<file path="src/rtl/hsw_pkg.sv">
package hsw_pkg;
   // output staging variant selected by the top-level parameter
   typedef enum logic {
      HSW_COMB = 1'b0,
      HSW_REG  = 1'b1
   } stage_mode_e;

   localparam int unsigned HSW_HALF_W  = 16;
   localparam int unsigned HSW_HALF_E  = 5;
   localparam int unsigned HSW_SINGLE_W = 32;
   localparam int unsigned HSW_SINGLE_E = 8;
endpackage

</file>
<file path="src/rtl/hsw_lzc.sv">
// Binary-search leading-zero counter: halving steps, then an all-zero correction.
module hsw_lzc #(
   parameter int unsigned WIDTH = 32,
   localparam int unsigned LW = $clog2(WIDTH)
) (
   input  logic [WIDTH-1:0] din,
   output logic [LW:0]      count
);
   if ((1 << LW) != WIDTH) begin : g_bad_width
      $error("hsw_lzc: WIDTH must be a power of two");
   end

   logic [WIDTH-1:0] xs [0:LW];
   logic [LW:0]      cs [0:LW];

   assign xs[0] = din;
   assign cs[0] = '0;

   for (genvar k = 0; k < LW; k++) begin : g_step
      localparam int unsigned STEP = 1 << (LW - 1 - k);
      logic empty_top;
      assign empty_top = ~|xs[k][WIDTH-1 -: STEP];
      assign xs[k+1]   = empty_top ? (xs[k] << STEP) : xs[k];
      assign cs[k+1]   = cs[k] + (empty_top ? (LW+1)'(STEP) : '0);
   end

   assign count = cs[LW] + {{LW{1'b0}}, ~|xs[LW]};
endmodule

</file>
<file path="src/rtl/hsw_core.sv">
// Branch-free widening datapath.
module hsw_core #(
   parameter int unsigned HW = 16,
   parameter int unsigned HE = 5,
   parameter int unsigned SW = 32,
   parameter int unsigned SE = 8,
   localparam int unsigned LW    = $clog2(SW),
   localparam int unsigned SM    = SW - 1 - SE,
   localparam int unsigned RSH   = SE - HE,
   localparam int unsigned BDIFF = ((1 << (SE - 1)) - 1) - ((1 << (HE - 1)) - 1)
) (
   input  logic [HW-1:0] half_in,
   output logic [SW-1:0] single_out
);
   localparam logic [SW-1:0] SIGN_BIT = SW'(1) << (SW - 1);
   localparam logic [SW-1:0] MAG_MASK = ~SIGN_BIT;
   localparam logic [SW-1:0] OVF_ADD  = SW'(1) << (SW - 1 - HE);
   localparam logic [SW-1:0] EXP_MASK = ((SW'(1) << SE) - SW'(1)) << SM;

   logic [SW-1:0]        placed, sgn, mag;
   logic [LW:0]          lead;
   logic [LW:0]          renorm;
   logic signed [SW-1:0] ovf_sum, zero_src;
   logic [SW-1:0]        special_m, zero_m;
   logic [SW-1:0]        aligned, exp_adj, body;

   assign placed = {half_in, (SW-HW)'(0)};
   assign sgn    = placed & SIGN_BIT;
   assign mag    = placed & MAG_MASK;

   hsw_lzc #(.WIDTH(SW)) u_lzc (
      .din   (mag),
      .count (lead)
   );

   // shift only when the count runs past the exponent field (subnormal or zero)
   assign renorm = (lead > (LW+1)'(HE)) ? (lead - (LW+1)'(HE)) : '0;

   // exponent all ones carries into the field above after the add
   assign ovf_sum   = $signed(mag + OVF_ADD);
   assign special_m = SW'(ovf_sum >>> SE) & EXP_MASK;

   // all ones only for a zero magnitude
   assign zero_src = $signed(mag - SW'(1));
   assign zero_m   = SW'(zero_src >>> (SW - 1));

   assign aligned = (mag << renorm) >> RSH;
   assign exp_adj = (SW'(BDIFF) - SW'(renorm)) << SM;
   assign body    = ((aligned + exp_adj) | special_m) & ~zero_m;

   assign single_out = sgn | body;
endmodule

</file>
<file path="src/rtl/hsw_stage.sv">
// Optional output register: a pass-through or a flop with a load enable.
module hsw_stage #(
   parameter bit          REGISTERED = 1'b1,
   parameter int unsigned W          = 32
) (
   input  logic         clk,
   input  logic         rst_n,
   input  logic         v_in,
   input  logic [W-1:0] d_in,
   output logic         v_out,
   output logic [W-1:0] d_out
);
   if (REGISTERED) begin : g_reg
      always_ff @(posedge clk or negedge rst_n) begin
         if (!rst_n) begin
            v_out <= 1'b0;
            d_out <= '0;
         end else begin
            v_out <= v_in;
            if (v_in) d_out <= d_in;
         end
      end
   end else begin : g_wire
      assign v_out = v_in;
      assign d_out = d_in;
   end
endmodule

</file>
<file path="src/rtl/half_single_widen.sv">
module half_single_widen #(
   parameter int unsigned HALF_W   = hsw_pkg::HSW_HALF_W,
   parameter int unsigned HALF_E   = hsw_pkg::HSW_HALF_E,
   parameter int unsigned SINGLE_W = hsw_pkg::HSW_SINGLE_W,
   parameter int unsigned SINGLE_E = hsw_pkg::HSW_SINGLE_E,
   parameter hsw_pkg::stage_mode_e STAGE = hsw_pkg::HSW_REG
) (
   input  logic                clk,
   input  logic                rst_n,
   input  logic                src_valid,
   input  logic [HALF_W-1:0]   src_half,
   output logic                res_valid,
   output logic [SINGLE_W-1:0] res_word
);
   localparam int unsigned HALF_M   = HALF_W - 1 - HALF_E;
   localparam int unsigned SINGLE_M = SINGLE_W - 1 - SINGLE_E;

   if (SINGLE_E <= HALF_E) begin : g_bad_exp
      $error("half_single_widen: single exponent must be wider");
   end
   if (SINGLE_M < HALF_M + (SINGLE_W - HALF_W) - (SINGLE_E - HALF_E) - (SINGLE_W - HALF_W)) begin : g_bad_man
      $error("half_single_widen: single fraction too narrow");
   end
   if (SINGLE_W <= HALF_W) begin : g_bad_w
      $error("half_single_widen: output must be wider than input");
   end

   logic [SINGLE_W-1:0] conv;

   hsw_core #(
      .HW (HALF_W),
      .HE (HALF_E),
      .SW (SINGLE_W),
      .SE (SINGLE_E)
   ) u_core (
      .half_in    (src_half),
      .single_out (conv)
   );

   hsw_stage #(
      .REGISTERED (STAGE == hsw_pkg::HSW_REG),
      .W          (SINGLE_W)
   ) u_stage (
      .clk   (clk),
      .rst_n (rst_n),
      .v_in  (src_valid),
      .d_in  (conv),
      .v_out (res_valid),
      .d_out (res_word)
   );
endmodule

</file>
<file path="config.mk">
export PLATFORM = sky130hd
export DESIGN_NAME = half_single_widen
export DESIGN_NICKNAME = d
export VERILOG_FILES = /design/src/rtl/hsw_pkg.sv /design/src/rtl/hsw_lzc.sv /design/src/rtl/hsw_core.sv /design/src/rtl/hsw_stage.sv /design/src/rtl/half_single_widen.sv
export SDC_FILE = /design/constraint.sdc
export NUM_CORES = 1
export LEC_CHECK = 0
export CAP_MARGIN = 20
export CORE_ASPECT_RATIO = 0.9
export CORE_MARGIN = 4
export CORE_UTILIZATION = 35
export CTS_BUF_LIST = sky130_fd_sc_hd__clkbuf_4
export CTS_CLUSTER_SIZE = 24
export DETAILED_ROUTE_END_ITERATION = 7
export HOLD_SLACK_MARGIN = 0.05
export MAX_ROUTING_LAYER = met4
export PLACE_DENSITY = 0.69
export SLEW_MARGIN = 20
export SYNTH_ARGS = -nofsm -noshare
export SYNTH_HDL_FRONTEND = slang
export SYNTH_SLANG_ARGS = --single-unit
</file>
<file path="constraint.sdc">
create_clock -name clk -period 1.3 [get_ports clk]
set_clock_uncertainty 0.2 [all_clocks]
set_input_delay 0.325 -clock clk [delete_from_list [all_inputs] [get_ports clk]]
set_output_delay 0.325 -clock clk [all_outputs]
set_load 0.05 [all_outputs]
</file>
==> impl_table.tex, run 1 <==
\begin{tabular}{lr}
\hline
Metric & Value \\
\hline
\multicolumn{2}{l}{\textbf{Outcome}} \\
Status & finished, violations left \\
Failing checks & setup timing \\
\multicolumn{2}{l}{\textbf{Routing}} \\
Met1 wire length & 5270 um \\
Total wire length & approximately 13000 um \\
Drt pass-1 iters & 5 \\
DRC violations left & 0 \\
Vias & $\sim$3.8k \\
Met3 wire len & between 1000 and 1500 um \\
Routed len/inst & $\sim$20 um \\
Remaining antenna violation count & 0 \\
Highest metal used & met4 \\
Avg Vias per Cell & 5.89 \\
Total met2 wirelength after detailed routing & between 6000 and 7000 um \\
Iter 0 DRT Violations & roughly 470 \\
\multicolumn{2}{l}{\textbf{Worst hold path}} \\
HP Class & in2async \\
\multicolumn{2}{l}{\textbf{Timing}} \\
Setup-violating endpoint count in the final report & 38 \\
Setup repair after global routing missed its margin & yes \\
Worst-case setup margin in the final layout & -3980 ps \\
Max Slew Vio Count & 0 \\
Maximum clock frequency & approximately 190 MHz \\
Final hold violation count & 0 \\
Period utilisation layout & 406\% \\
Final critical path time including I/O delays and setup & $\sim$5300 ps \\
Final total negative setup slack & -61450 ps \\
\multicolumn{2}{l}{\textbf{Global routing}} \\
GRT Util Overall & a little under a quarter \\
Vias in the first global route & 3592 \\
Largest net degree at the start of global routing & 21 \\
Wire length of the first global-routing pass & 18100 um \\
Total congestion overflow & 0 \\
Antenna violations before repair & 0 \\
\multicolumn{2}{l}{\textbf{Power}} \\
Maximum resistive drop on vdd & between 0.6 and 0.7 mV \\
Pwr dens & 779 mW/mm2 \\
Pwr Total & between 4000 and 5000 uW \\
Leakage power & 0.00236 uW \\
\multicolumn{2}{l}{\textbf{Critical path}} \\
Startpoint class of the critical path & input pin \\
Cell type of the slowest stage on the worst timing path & sky130\_fd\_sc\_hd\_\_or4\_4 \\
Highest cell delay on the worst timing path & about 560 ps \\
Endpoint kind of the worst setup timing path & flip-flop \\
Type of the worst setup path & in2reg \\
Largest fanout of any net on the critical path & 5 \\
Critical path data required time & between 1000 and 1500 ps \\
Arrival time of data at the critical path endpoint & about 5300 ps \\
\multicolumn{2}{l}{\textbf{Floorplan}} \\
Die Footprint & 0.00973 mm2 \\
DIE HEIGHT & roughly 94 um \\
Core Area & between 0.008 and 0.009 mm2 \\
Number of top-level design ports & 52 \\
Effective utilization at floorplan & 35.8\% \\
X dimension of the die & 104 um \\
Num rows & 31 \\
\multicolumn{2}{l}{\textbf{Final layout}} \\
Layout filler cell count & 534 \\
Area growth from synthesis to layout & 86.4\% \\
Finished Layout Cells & roughly 650 \\
Most common library cell in the layout ignoring fill and taps & sky130\_fd\_sc\_hd\_\_buf\_4 \\
Proportion of layout cells with a drive suffix above 1 & 53.6\% \\
Most used cells in the layout excluding fill and tap cells & sky130\_fd\_sc\_hd\_\_buf\_4, sky130\_fd\_sc\_hd\_\_buf\_6, sky130\_fd\_sc\_hd\_\_inv\_1 \\
Final core utilization & 66.7\% \\
Number of nets at the end of the flow & approximately 580 \\
Number of antenna diodes & 0 \\
\multicolumn{2}{l}{\textbf{Place}} \\
Detailed-placement wirelength estimate & 8280 um \\
Routability congestion estimate & 1.01 \\
Number of placed instances, taps included & about 600 \\
Port buffer count & 38 \\
\multicolumn{2}{l}{\textbf{Clocking}} \\
CTS clock-pin slew for the worst setup and hold paths & between 100 and 150 ps \\
Clk\_lat worst skew & around 310 ps \\
Inserted Clock Buffers & 3 \\
H-Tree Level Count & 1 \\
Hold bufs inserted after CTS & 0 \\
Sink Count & 20 \\
CTS tree & done \\
Cell at the root of the clock tree & sky130\_fd\_sc\_hd\_\_clkbuf\_4 \\
Number of buffers between clock root and the deepest sink & 2 \\
\multicolumn{2}{l}{\textbf{Yosys}} \\
Cell area after synthesis & approximately 0.0029 mm2 \\
Total of flip-flops plus latches after synthesis & 20 \\
Commonest register cell after synthesis & sky130\_fd\_sc\_hd\_\_dfrtp\_1 \\
Asr flop ratio synth & 100\% \\
Synthesized instance count & 373 \\
Synth cell types & 74 \\
Count of warnings emitted by yosys & 0 \\
Sequential area share after synthesis & approximately 17\% \\
Post-Synthesis Mean Instance Area & approximately 7.7 um2 \\
Post-synth EDFFs & 0 \\
\multicolumn{2}{l}{\textbf{Flow run}} \\
Number of maximum-capacitance violations & 0 \\
\hline
\end{tabular}
-- cell usage after synthesis, drive strengths merged (5+ instances only) --
cell type | number | area share (%)
nor2 | 34 | 4.6
buf | 29 | 7.5
inv | 28 | 3.7
o21ai | 28 | 5.0
a21oi | 26 | 4.9
nand2 | 23 | 3.0
dfrtp | 20 | 17
clkbuf | 14 | 1.8
o211ai | 14 | 4.0
nand3 | 13 | 2.7
o22ai | 12 | 2.8
ha | 11 | 4.8
nor3 | 11 | 2.3
nor2b | 8 | 1.7
xnor2 | 7 | 2.1
a211oi | 6 | 1.7
or3 | 6 | 1.3
mux2 | 5 | 2.1
mux2i | 5 | 1.7
o21a | 5 | 1.3
o32ai | 5 | 1.8
-- layer usage --
metal,up-vias,GRT usage [%]
li1,1701,-
met1,1837,30.8
met2,232,37.7
met3,48,3.99
met4,0,5.20
met5,-,-
-- stage by stage --
stage               hold WS (ps)  setup slack (ps)  instance area [um2]
floorplan                   -171             -4190                 3040
global placement             348             -4730                 4330
detailed placement           350             -4850                 4330
CTS                          130             -4100                 4830
global route                 131             -4160                 5360
finish                       128             -3980                 5360
-- cell type report --
type	count	area, um2	share of cell area, %
clock buffers	3	22.5	0.420
clock inverters	1	30.0	0.561
inverters	29	116	2.17
multi-input cells	293	2580	48.1
flip-flops and latches	20	500	9.34
well taps	99	124	2.31
repair buffers	203	1990	37.1
-- what timing repair did --
item,4_1_cts,5_1_grt
setup buffers,22,30
pin swaps,47,52
endpoints found under the setup margin,39,38
gates resized for setup,87,66
-- state kept, by name, summed over array words and instances (netlist names) --
register       flops
u_stage.v_out      1
u_stage.d_out     19
-- power by group --
| group | internal (uW) | total, uW | switching (uW) |
|---|---|---|---|
| Combinational | 1360 | 2800 | 1430 |
| Clock | 312 | 534 | 222 |
| Sequential | 726 | 845 | 119 |
-- worst paths after layout --
check                                         end  slack (ps)  cells after the start              start
worst min-delay path            u_stage.d_out[15]         130                      2              rst_n
worst max-delay path            u_stage.d_out[26]       -3980                     30       src_half[10]
worst max register to register  u_stage.d_out[21]         170                      3  u_stage.d_out[21]
max in group asynchronous       u_stage.d_out[29]         630                      2              rst_n
min in group clk                    u_stage.v_out         320                      2          src_valid
worst min register to register  u_stage.d_out[26]         370                      2  u_stage.d_out[26]
-- logic make-up (layout without fill, tap and decap cells) --
kind of cell / count (synthesis) / count (layout) / share of synthesized area, %
AOI/OAI and AO/OA: 133 / 133 / 34.7
and+or+nand+nor: 116 / 116 / 22.0
buffers and inverters: 72 / 236 / 13.1
DFF: 20 / 20 / 17.4
adders and majority gates: 12 / 12 / 5.49
muxes: 10 / 10 / 3.83
xor gates and xnor gates: 9 / 9 / 3.27
other: 1 / 13 / 0.130
-- critical path, delay by kind of cell --
kind,cells,cell delay [ps]
and+or+nand+nor,4,1110
xor gates and xnor gates,1,60
adders and majority gates,4,880
buffers and inverters,7,740
AOI/OAI and AO/OA,14,2150
Power figures use the tool's default switching activity.
==> run 2: changes to the inputs <==
--- a/config.mk
+++ b/config.mk
@@ -10,11 +10,12 @@
 export CORE_MARGIN = 4
 export CORE_UTILIZATION = 35
 export CTS_BUF_LIST = sky130_fd_sc_hd__clkbuf_4
-export CTS_CLUSTER_SIZE = 24
+export CTS_CLUSTER_SIZE = 30
 export DETAILED_ROUTE_END_ITERATION = 7
 export HOLD_SLACK_MARGIN = 0.05
 export MAX_ROUTING_LAYER = met4
 export PLACE_DENSITY = 0.69
+export RECOVER_POWER = 100
 export SLEW_MARGIN = 20
 export SYNTH_ARGS = -nofsm -noshare
 export SYNTH_HDL_FRONTEND = slang
==> run 2 against run 1 <==
Net effect:
- clock power about the same
- routed wire length up 0.17%
- sequential power is essentially flat
- combinational power is essentially flat
- the run still ends with setup timing left
- via count barely moved
- maximum frequency hardly changed
- sequential cell count stayed put
- first-iteration DRC count rose by 0.63%
- total power down 0.16%
- worst setup slack about the same
- die area is the same
- highest routed layer unchanged
==> impl_table.tex, run 2 (synthesis gave the netlist of run 1 again) <==
\begin{tabular}{lr}
\hline
Metric & Value \\
\hline
\multicolumn{2}{l}{\textbf{Outcome}} \\
Status & finished, violations left \\
Failing checks & setup timing \\
\multicolumn{2}{l}{\textbf{Routing}} \\
Avg Vias per Cell & 5.90 (about the same) \\
DRC violations left & 0 (unchanged) \\
Drt pass-1 iters & 8 (+3) \\
Remaining antenna violation count & 0 (unchanged) \\
Vias & 3821 (+0.079\%) \\
Routed len/inst & 19.8 um (+0.17\%) \\
Total wire length & 12800 um (+0.17\%) \\
Iter 0 DRT Violations & 477 (+0.63\%) \\
\multicolumn{2}{l}{\textbf{Floorplan}} \\
Die Footprint & 0.00973 mm2 (unchanged) \\
DIE HEIGHT & 94.0 um (unchanged) \\
Core Area & 0.00803 mm2 (unchanged) \\
X dimension of the die & 104 um (unchanged) \\
Effective utilization at floorplan & 35.8\% (unchanged) \\
Number of top-level design ports & 52 (unchanged) \\
Num rows & 31 (unchanged) \\
\multicolumn{2}{l}{\textbf{Place}} \\
Detailed-placement wirelength estimate & 8280 um (unchanged) \\
Area of placed instances & 0.00433 mm2 (unchanged) \\
Routability congestion estimate & 1.01 (unchanged) \\
Port buffer count & 38 (unchanged) \\
\multicolumn{2}{l}{\textbf{Timing}} \\
Setup-violating endpoint count in the final report & 39 (+2.6\%) \\
Slew at the pin with the worst max-slew slack & between 500 and 600 ps \\
Max Slew Vio Count & 0 (unchanged) \\
Period utilisation layout & 406\% (about the same) \\
Setup repair after global routing missed its margin & yes \\
Relative slew margins & approximately 65\% \\
Final critical path time including I/O delays and setup & 5280 ps (-0.260 ps) \\
Worst-case setup margin in the final layout & -3980 ps (+0.260 ps) \\
Final hold violation count & 0 (unchanged) \\
Maximum clock frequency & 189 MHz (about the same) \\
\multicolumn{2}{l}{\textbf{Final layout}} \\
Post-route standard cell area excluding fillers & 0.00533 mm2 (-0.42\%) \\
Final core utilization & 66.4\% (-0.28 points) \\
Reg with most FFs & u\_stage.d\_out \\
Most common library cell in the layout ignoring fill and taps & sky130\_fd\_sc\_hd\_\_buf\_4 \\
Area growth from synthesis to layout & 85.6\% \\
Proportion of layout cells with a drive suffix above 1 & 53.4\% (-0.18 points) \\
Most used cells in the layout excluding fill and tap cells & sky130\_fd\_sc\_hd\_\_buf\_4, sky130\_fd\_sc\_hd\_\_buf\_6, sky130\_fd\_sc\_hd\_\_inv\_1 \\
Registers with the highest flip-flop counts & u\_stage.d\_out x19, u\_stage.v\_out x1 \\
Number of antenna diodes & 0 (unchanged) \\
Max FFs per register & 19 (unchanged) \\
Number of nets at the end of the flow & 581 (unchanged) \\
\multicolumn{2}{l}{\textbf{Flow run}} \\
Number of maximum-capacitance violations & 0 (unchanged) \\
\multicolumn{2}{l}{\textbf{Clocking}} \\
CTS clock-pin slew for the worst setup and hold paths & 130 ps (about the same) \\
Sink Count & 20 (unchanged) \\
Cell at the root of the clock tree & sky130\_fd\_sc\_hd\_\_clkbuf\_4 \\
Number of buffers between clock root and the deepest sink & 2 (unchanged) \\
Inserted Clock Buffers & 3 (unchanged) \\
CTS tree & done \\
H-Tree Level Count & 1 (unchanged) \\
Clk\_lat worst skew & 310 ps (about the same) \\
\multicolumn{2}{l}{\textbf{Critical path}} \\
Type of the worst setup path & in2reg \\
Cell type of the slowest stage on the worst timing path & sky130\_fd\_sc\_hd\_\_or4\_4 \\
Startpoint class of the critical path & input pin \\
Start point of the critical path & src\_half[10] \\
Critical path data required time & 1310 ps (about the same) \\
Endpoint kind of the worst setup timing path & flip-flop \\
RR Startpoint & u\_stage.d\_out[21] \\
Arrival time of data at the critical path endpoint & 5280 ps (about the same) \\
Largest fanout of any net on the critical path & 5 (unchanged) \\
Highest cell delay on the worst timing path & 560 ps (about the same) \\
\multicolumn{2}{l}{\textbf{Power}} \\
Leakage power & 0.00235 uW (-0.42\%) \\
Pwr dens & 781 mW/mm2 (+0.26\%) \\
Maximum resistive drop on vdd & 0.647 mV (about the same) \\
\multicolumn{2}{l}{\textbf{Global routing}} \\
Total congestion overflow & 0 (unchanged) \\
Wire length of the first global-routing pass & 18100 um (unchanged) \\
GRT Util Overall & 23.3\% (unchanged) \\
Vias in the first global route & 3592 (unchanged) \\
Largest net degree at the start of global routing & 21 (unchanged) \\
Antenna violations before repair & 0 (unchanged) \\
\multicolumn{2}{l}{\textbf{Worst hold path}} \\
HP Class & in2async \\
\hline
\end{tabular}
run 2: changes by cell type in the layout (fill, tap and decap cells not counted):
cell / delta
sky130_fd_sc_hd__clkbuf_2: +1
sky130_fd_sc_hd__clkdlybuf4s50_1: -1
sky130_fd_sc_hd__clkbuf_1: +1
sky130_fd_sc_hd__buf_6: -1
sky130_fd_sc_hd__buf_12: -1
sky130_fd_sc_hd__dlygate4sd3_1: +1
run 2: report_power, final:
| group | switching (uW) | leakage (uW) | total (uW) | internal (uW) |
|---|---|---|---|---|
| clock | 220 | 0.0000279 | 532 | 312 |
| combinational | 1430 | 0.00208 | 2790 | 1360 |
| sequential | 119 | 0.000243 | 845 | 726 |
run 2: layer usage:
layer	GRT usage (%)	share of wire, %	up-vias
met5	-	0	-
met4	5.20	2.8	0
met3	3.99	7.9	44
met2	37.7	48	240
met1	30.8	41	1834
li1	-	-	1703
run 2: final timing paths:
kind | end | slack (ps) | depth (start not counted)
worst max-delay path | u_stage.d_out[26] | -3980 | 30
worst min register to register | u_stage.d_out[26] | 370 | 2
worst max register to register | u_stage.d_out[21] | 160 | 3
worst min-delay path | u_stage.d_out[15] | 290 | 2
min in group clk | u_stage.d_out[26] | 370 | 2
max in group asynchronous | u_stage.d_out[29] | 260 | 2
run 2: worst max-delay path: cells and delay by family:
| kind | cells | cell delay [ps] |
|---|---|---|
| AOI/OAI and AO/OA | 14 | 2150 |
| xor gates and xnor gates | 1 | 60 |
| adders and majority gates | 4 | 870 |
| buffers and inverters | 7 | 740 |
| and+or+nand+nor | 4 | 1110 |
run 2: repair_timing:
action | in CTS | in global routing
pin swaps | 47 | 52
hold buffers | 0 | 0
setup endpoints to repair | 39 | 38
buffers inserted | 22 | 30
resized for setup | 87 | 66
hold endpoints to repair | 0 | 0
run 2: final cells by class:
class,count,area [um2]
multi-input cells,293,2580
well taps,99,124
fillers,538,2700
repair buffers,203,1960
clock buffers,3,22.5
inverters,29,116
clock inverters,1,30.0
flip-flops and latches,20,500
run 2: stage by stage:
stage | setup WS, ps | std cells | hold WS [ps] | TNS [ps] | total power, uW
6_report | -3980 | 648 | 288 | -61650 | 4170
4_1_cts | -4100 | 621 | 130 | -61340 | 3820
3_3_place_gp | -4730 | 596 | 348 | -70070 | 3080
5_1_grt | -4160 | 648 | 325 | -64720 | 4340
3_5_place_dp | -4850 | 596 | 350 | -72100 | 3100
2_1_floorplan | -4190 | 385 | -171 | -59900 | 2080
==> run 3: changes to the inputs <==
--- a/config.mk
+++ b/config.mk
@@ -5,16 +5,15 @@
 export SDC_FILE = /design/constraint.sdc
 export NUM_CORES = 1
 export LEC_CHECK = 0
-export CAP_MARGIN = 20
 export CORE_ASPECT_RATIO = 0.9
 export CORE_MARGIN = 4
-export CORE_UTILIZATION = 35
+export CORE_UTILIZATION = 55
 export CTS_BUF_LIST = sky130_fd_sc_hd__clkbuf_4
 export CTS_CLUSTER_SIZE = 30
 export DETAILED_ROUTE_END_ITERATION = 7
 export HOLD_SLACK_MARGIN = 0.05
 export MAX_ROUTING_LAYER = met4
-export PLACE_DENSITY = 0.69
+export PLACE_DENSITY = 0.83
 export RECOVER_POWER = 100
 export SLEW_MARGIN = 20
 export SYNTH_ARGS = -nofsm -noshare
==> run 3 against run 2 <==
Net effect:
- the run now fails in global routing
- synthesized area did not move
- synthesized cell count did not move
==> impl_table.tex, run 3 <==
\begin{tabular}{lr}
\hline
Metric & Value \\
\hline
\multicolumn{2}{l}{\textbf{Clocking}} \\
Inserted Clock Buffers & 3 (unchanged) \\
Cell at the root of the clock tree & sky130\_fd\_sc\_hd\_\_clkbuf\_4 \\
Sink Count & 20 (unchanged) \\
Number of buffers between clock root and the deepest sink & 2 (unchanged) \\
H-Tree Level Count & 1 (unchanged) \\
Hold bufs inserted after CTS & 0 (unchanged) \\
\multicolumn{2}{l}{\textbf{Yosys}} \\
Post-Synthesis Mean Instance Area & 7.71 um2 (unchanged) \\
Biggest area consumer among synthesized cells & sky130\_fd\_sc\_hd\_\_dfrtp\_1 \\
Sequential area share after synthesis & 17.4\% (unchanged) \\
Count of warnings emitted by yosys & 0 (unchanged) \\
Total of flip-flops plus latches after synthesis & 20 (unchanged) \\
Synth cell types & 74 (unchanged) \\
Share of the synthesized netlist area taken by xor and xnor gates & 3.27\% (unchanged) \\
Asr flop ratio synth & 100\% (unchanged) \\
Cell area after synthesis & 0.00287 mm2 (unchanged) \\
Fraction of the mapped netlist area in adder cells & 5.49\% (unchanged) \\
Post-synth EDFFs & 0 (unchanged) \\
Commonest register cell after synthesis & sky130\_fd\_sc\_hd\_\_dfrtp\_1 \\
Synthesized instance count & 373 (unchanged) \\
Mux share of post-synthesis cell area & 3.83\% (unchanged) \\
Simple logic cell fraction of the synthesized area & 22.0\% (unchanged) \\
Area fraction of the dominant cell type after synthesis & 17.4\% (unchanged) \\
Top post-synthesis cells by area & sky130\_fd\_sc\_hd\_\_dfrtp\_1, sky130\_fd\_sc\_hd\_\_ha\_1, sky130\_fd\_sc\_hd\_\_buf\_4 \\
Leading cell type by number of instances after synthesis & sky130\_fd\_sc\_hd\_\_nor2\_1 \\
Commonest cells post-synth & sky130\_fd\_sc\_hd\_\_nor2\_1, sky130\_fd\_sc\_hd\_\_inv\_1, sky130\_fd\_sc\_hd\_\_a21oi\_1, sky130\_fd\_sc\_hd\_\_o21ai\_0, sky130\_fd\_sc\_hd\_\_nand2\_1 \\
Compound-Gate Fraction of Synth Area & 34.7\% (unchanged) \\
Main combinational cell family by area after synthesis & compound AO/OA/AOI/OAI gates \\
\multicolumn{2}{l}{\textbf{Place}} \\
Detailed-placement wirelength estimate & 9680 um (+17\%) \\
Setup WS pre-CTS & -5100 ps (-252 ps) \\
Port buffer count & 38 (unchanged) \\
Routability congestion estimate & 1.13 (+12\%) \\
\multicolumn{2}{l}{\textbf{Timing}} \\
Worst endpoint left by the global-route repair\_timing run & u\_stage.d\_out[29]\$\_DFFE\_PN0P\_/D \\
Category of the worst endpoint & register input \\
\multicolumn{2}{l}{\textbf{Global routing}} \\
Largest net degree at the start of global routing & 21 \\
\multicolumn{2}{l}{\textbf{Outcome}} \\
Stage at which the run stopped & global routing \\
Stop Error & [ERROR DPL-0038] Utilization greater than 100\%, impossible to legalize \\
Status & did not finish \\
\multicolumn{2}{l}{\textbf{Floorplan}} \\
Effective utilization at floorplan & 58.0\% (+22 points) \\
DIE HEIGHT & 76.6 um (-19\%) \\
X dimension of the die & 84.2 um (-19\%) \\
Num rows & 24 (-23\%) \\
Number of top-level design ports & 52 (unchanged) \\
\hline
\end{tabular}
run 3: stage by stage:
stage	cells	setup TNS (ps)	area [um2]	hold WS, ps
after floorplan	385	-59900	3040	-171
after global placement	570	-70020	4330	348
after detailed placement	570	-75910	4330	357
after CTS	594	-64610	4720	152
run 3: repair_timing:
action                                  in CTS
pin swaps                                   29
resized for setup                           67
endpoints found under the setup margin      39
setup buffers                               21
run 3: cell families after synthesis:
kind of cell	Yosys count
flip-flops	20
other	1
AND/OR/NAND/NOR	116
buffers and inverters	72
AO/OA/AOI/OAI	133
XOR/XNOR	9
multiplexers	10
adder cells (fa/ha/maj)	12
==> run 4: changes to the inputs <==
--- a/config.mk
+++ b/config.mk
@@ -5,15 +5,10 @@
 export SDC_FILE = /design/constraint.sdc
 export NUM_CORES = 1
 export LEC_CHECK = 0
-export CORE_ASPECT_RATIO = 0.9
 export CORE_MARGIN = 4
-export CORE_UTILIZATION = 55
-export CTS_BUF_LIST = sky130_fd_sc_hd__clkbuf_4
-export CTS_CLUSTER_SIZE = 30
+export CORE_UTILIZATION = 40
 export DETAILED_ROUTE_END_ITERATION = 7
-export HOLD_SLACK_MARGIN = 0.05
-export MAX_ROUTING_LAYER = met4
-export PLACE_DENSITY = 0.83
+export PLACE_DENSITY_LB_ADDON = 0.15
 export RECOVER_POWER = 100
 export SLEW_MARGIN = 20
 export SYNTH_ARGS = -nofsm -noshare
==> run 4 against run 3 <==
Net effect:
- the flow now finishes, with violations (setup timing)
==> impl_table.tex, run 4 (synthesis gave the netlist of run 1 again) <==
\begin{tabular}{lr}
\hline
Metric & Value \\
\hline
\multicolumn{2}{l}{\textbf{Timing}} \\
Maximum clock frequency & around 180 MHz \\
Setup-violating endpoint count in the final report & 38 \\
Worst-case setup margin in the final layout & -4230 ps \\
Setup repair after global routing missed its margin & yes \\
Slew at the pin with the worst max-slew slack & between 500 and 600 ps \\
Period utilisation layout & 426\% \\
Max Slew Vio Count & 0 \\
Final hold violation count & 0 \\
Final critical path time including I/O delays and setup & around 5500 ps \\
Relative slew margins & around 64\% \\
\multicolumn{2}{l}{\textbf{Critical path}} \\
Type of the worst setup path & in2reg \\
Startpoint class of the critical path & input pin \\
Family with the most delay on the worst path & compound AO/OA/AOI/OAI gates \\
Cell type of the slowest stage on the worst timing path & sky130\_fd\_sc\_hd\_\_or4\_4 \\
Endpoint kind of the worst setup timing path & flip-flop \\
Buffer and inverter count on the worst path & 4 \\
Largest fanout of any net on the critical path & 7 \\
Critical path data required time & 1250 ps \\
Arrival time of data at the critical path endpoint & around 5500 ps \\
Highest cell delay on the worst timing path & $\sim$560 ps \\
\multicolumn{2}{l}{\textbf{Routing}} \\
Iter 0 DRT Violations & 400 \\
Drt pass-1 iters & 7 \\
Routed len/inst & roughly 18 um \\
DRC violations left & 0 \\
Avg Vias per Cell & just under 6 \\
Vias & about 3.7k \\
Total wire length & approximately 12000 um \\
Remaining antenna violation count & 0 \\
\multicolumn{2}{l}{\textbf{Floorplan}} \\
Core Area & between 0.006 and 0.007 mm2 \\
X dimension of the die & 92.8 um (+10\%) \\
Die Footprint & 0.00861 mm2 \\
Num rows & 30 (+25\%) \\
Number of top-level design ports & 52 (unchanged) \\
DIE HEIGHT & 92.8 um (+21\%) \\
Effective utilization at floorplan & 41.8\% (-16 points) \\
\multicolumn{2}{l}{\textbf{Clocking}} \\
Inserted Clock Buffers & 3 (unchanged) \\
CTS clock-pin slew for the worst setup and hold paths & 80 ps \\
Hold bufs inserted after CTS & 0 (unchanged) \\
Sink Count & 20 (unchanged) \\
Clk\_lat worst skew & approximately 260 ps \\
H-Tree Level Count & 1 (unchanged) \\
Cell at the root of the clock tree & sky130\_fd\_sc\_hd\_\_clkbuf\_8 \\
CTS tree & done \\
Number of buffers between clock root and the deepest sink & 2 (unchanged) \\
\multicolumn{2}{l}{\textbf{Outcome}} \\
Failing checks & setup timing \\
Status & finished, violations left \\
\multicolumn{2}{l}{\textbf{Final layout}} \\
Most used cells in the layout excluding fill and tap cells & sky130\_fd\_sc\_hd\_\_buf\_4, sky130\_fd\_sc\_hd\_\_nor2\_1, sky130\_fd\_sc\_hd\_\_inv\_1 \\
Number of nets at the end of the flow & 577 \\
Registers with the highest flip-flop counts & u\_stage.d\_out x19, u\_stage.v\_out x1 \\
Proportion of layout cells with a drive suffix above 1 & 52.7\% \\
Area growth from synthesis to layout & 80.8\% \\
Max FFs per register & 19 \\
Most common library cell in the layout ignoring fill and taps & sky130\_fd\_sc\_hd\_\_buf\_4 \\
Number of antenna diodes & 0 \\
Reg with most FFs & u\_stage.d\_out \\
\multicolumn{2}{l}{\textbf{Global routing}} \\
Vias in the first global route & 3429 \\
Total congestion overflow & 0 \\
GRT Util Overall & 24.3\% \\
Largest net degree at the start of global routing & 21 \\
Antenna violations before repair & 0 \\
Wire length of the first global-routing pass & 17200 um \\
\multicolumn{2}{l}{\textbf{Flow run}} \\
Number of maximum-capacitance violations & 0 \\
\multicolumn{2}{l}{\textbf{Power}} \\
Int Power & around 2300 uW \\
Reg power frac & about a fifth \\
Pwr dens & $\sim$770 mW/mm2 \\
Leakage power & around 0.0023 uW \\
Switching power & 1710 uW \\
Maximum resistive drop on vdd & just under 0.7 mV \\
Pwr Total & around 4000 uW \\
Portion of total power attributed to the clock network & between 10\% and 20\% \\
Part of the total power dissipated in combinational logic & 66.7\% \\
Sw Ratio & a little over two fifths \\
\multicolumn{2}{l}{\textbf{Worst hold path}} \\
HP Class & in2reg \\
\multicolumn{2}{l}{\textbf{Place}} \\
Port buffer count & 38 (unchanged) \\
Routability congestion estimate & 0.946 (-16\%) \\
Detailed-placement wirelength estimate & 7930 um (-18\%) \\
Setup WS pre-CTS & -4910 ps (+189 ps) \\
\hline
\end{tabular}
run 4: worst paths after layout:
check / from / endpoint / slack, ps / cells past startpoint
worst min-delay path: src_valid / u_stage.d_out[24] / 330 / 3
min in group asynchronous: rst_n / u_stage.d_out[17] / 380 / 2
worst max register to register: u_stage.d_out[21] / u_stage.d_out[21] / 170 / 3
worst max-delay path: src_half[11] / u_stage.d_out[29] / -4230 / 29
max in group asynchronous: rst_n / u_stage.v_out / 180 / 2
worst min register to register: u_stage.d_out[23] / u_stage.d_out[23] / 360 / 2
run 4: through the flow:
| stage | instance area [um2] | hold WS [ps] | instances | utilization, % | TNS (ps) |
|---|---|---|---|---|---|
| after floorplan | 3040 | -171 | 385 | - | -59900 |
| final | 5190 | 325 | 641 | 75.6 | -62550 |
| after global placement | 4390 | 348 | 599 | 63.9 | -71190 |
| after detailed placement | 4390 | 352 | 599 | 63.9 | -73110 |
| after global routing | 5190 | 341 | 641 | 75.6 | -65760 |
| after CTS | 4760 | 214 | 624 | 69.2 | -61510 |
run 4: per-layer routing:
metal,vias to the layer above,wire length (um),global-route usage (%)
li1,1700,-,-
met1,1781,4860,33.8
met2,214,5420,39.1
met3,49,1000,4.71
met4,0,408,4.88
met5,-,0,0
run 4: what timing repair did:
action                     4_1_cts  5_1_grt
setup buffers                   21       19
cloned                           0        0
resized for setup               58       73
setup endpoints to repair       39       38
pin swaps                       41       43
run 4: layout make-up:
type	count	area (um2)
Clock buffer	4	55.1
Fill cell	473	1670
Inverter	29	114
Multi-Input combinational cell	293	2520
Sequential cell	20	500
Tap cell	96	120
Timing Repair Buffer	199	1890
run 4: tightest hold or removal path, cell delays in order:
cell,delay [ps]
sky130_fd_sc_hd__dlygate4sd2_1,280
sky130_fd_sc_hd__nand3_1,80
sky130_fd_sc_hd__o21ai_1,60
run 4: power by group through the flow:
stage	Sequential, uW	Combinational [uW]	Clock (uW)
6_report	840	2660	488
5_1_grt	852	2800	518
4_1_cts	838	2420	500
3_5_place_dp	851	2270	0
3_3_place_gp	848	2250	0
2_1_floorplan	1160	916	0
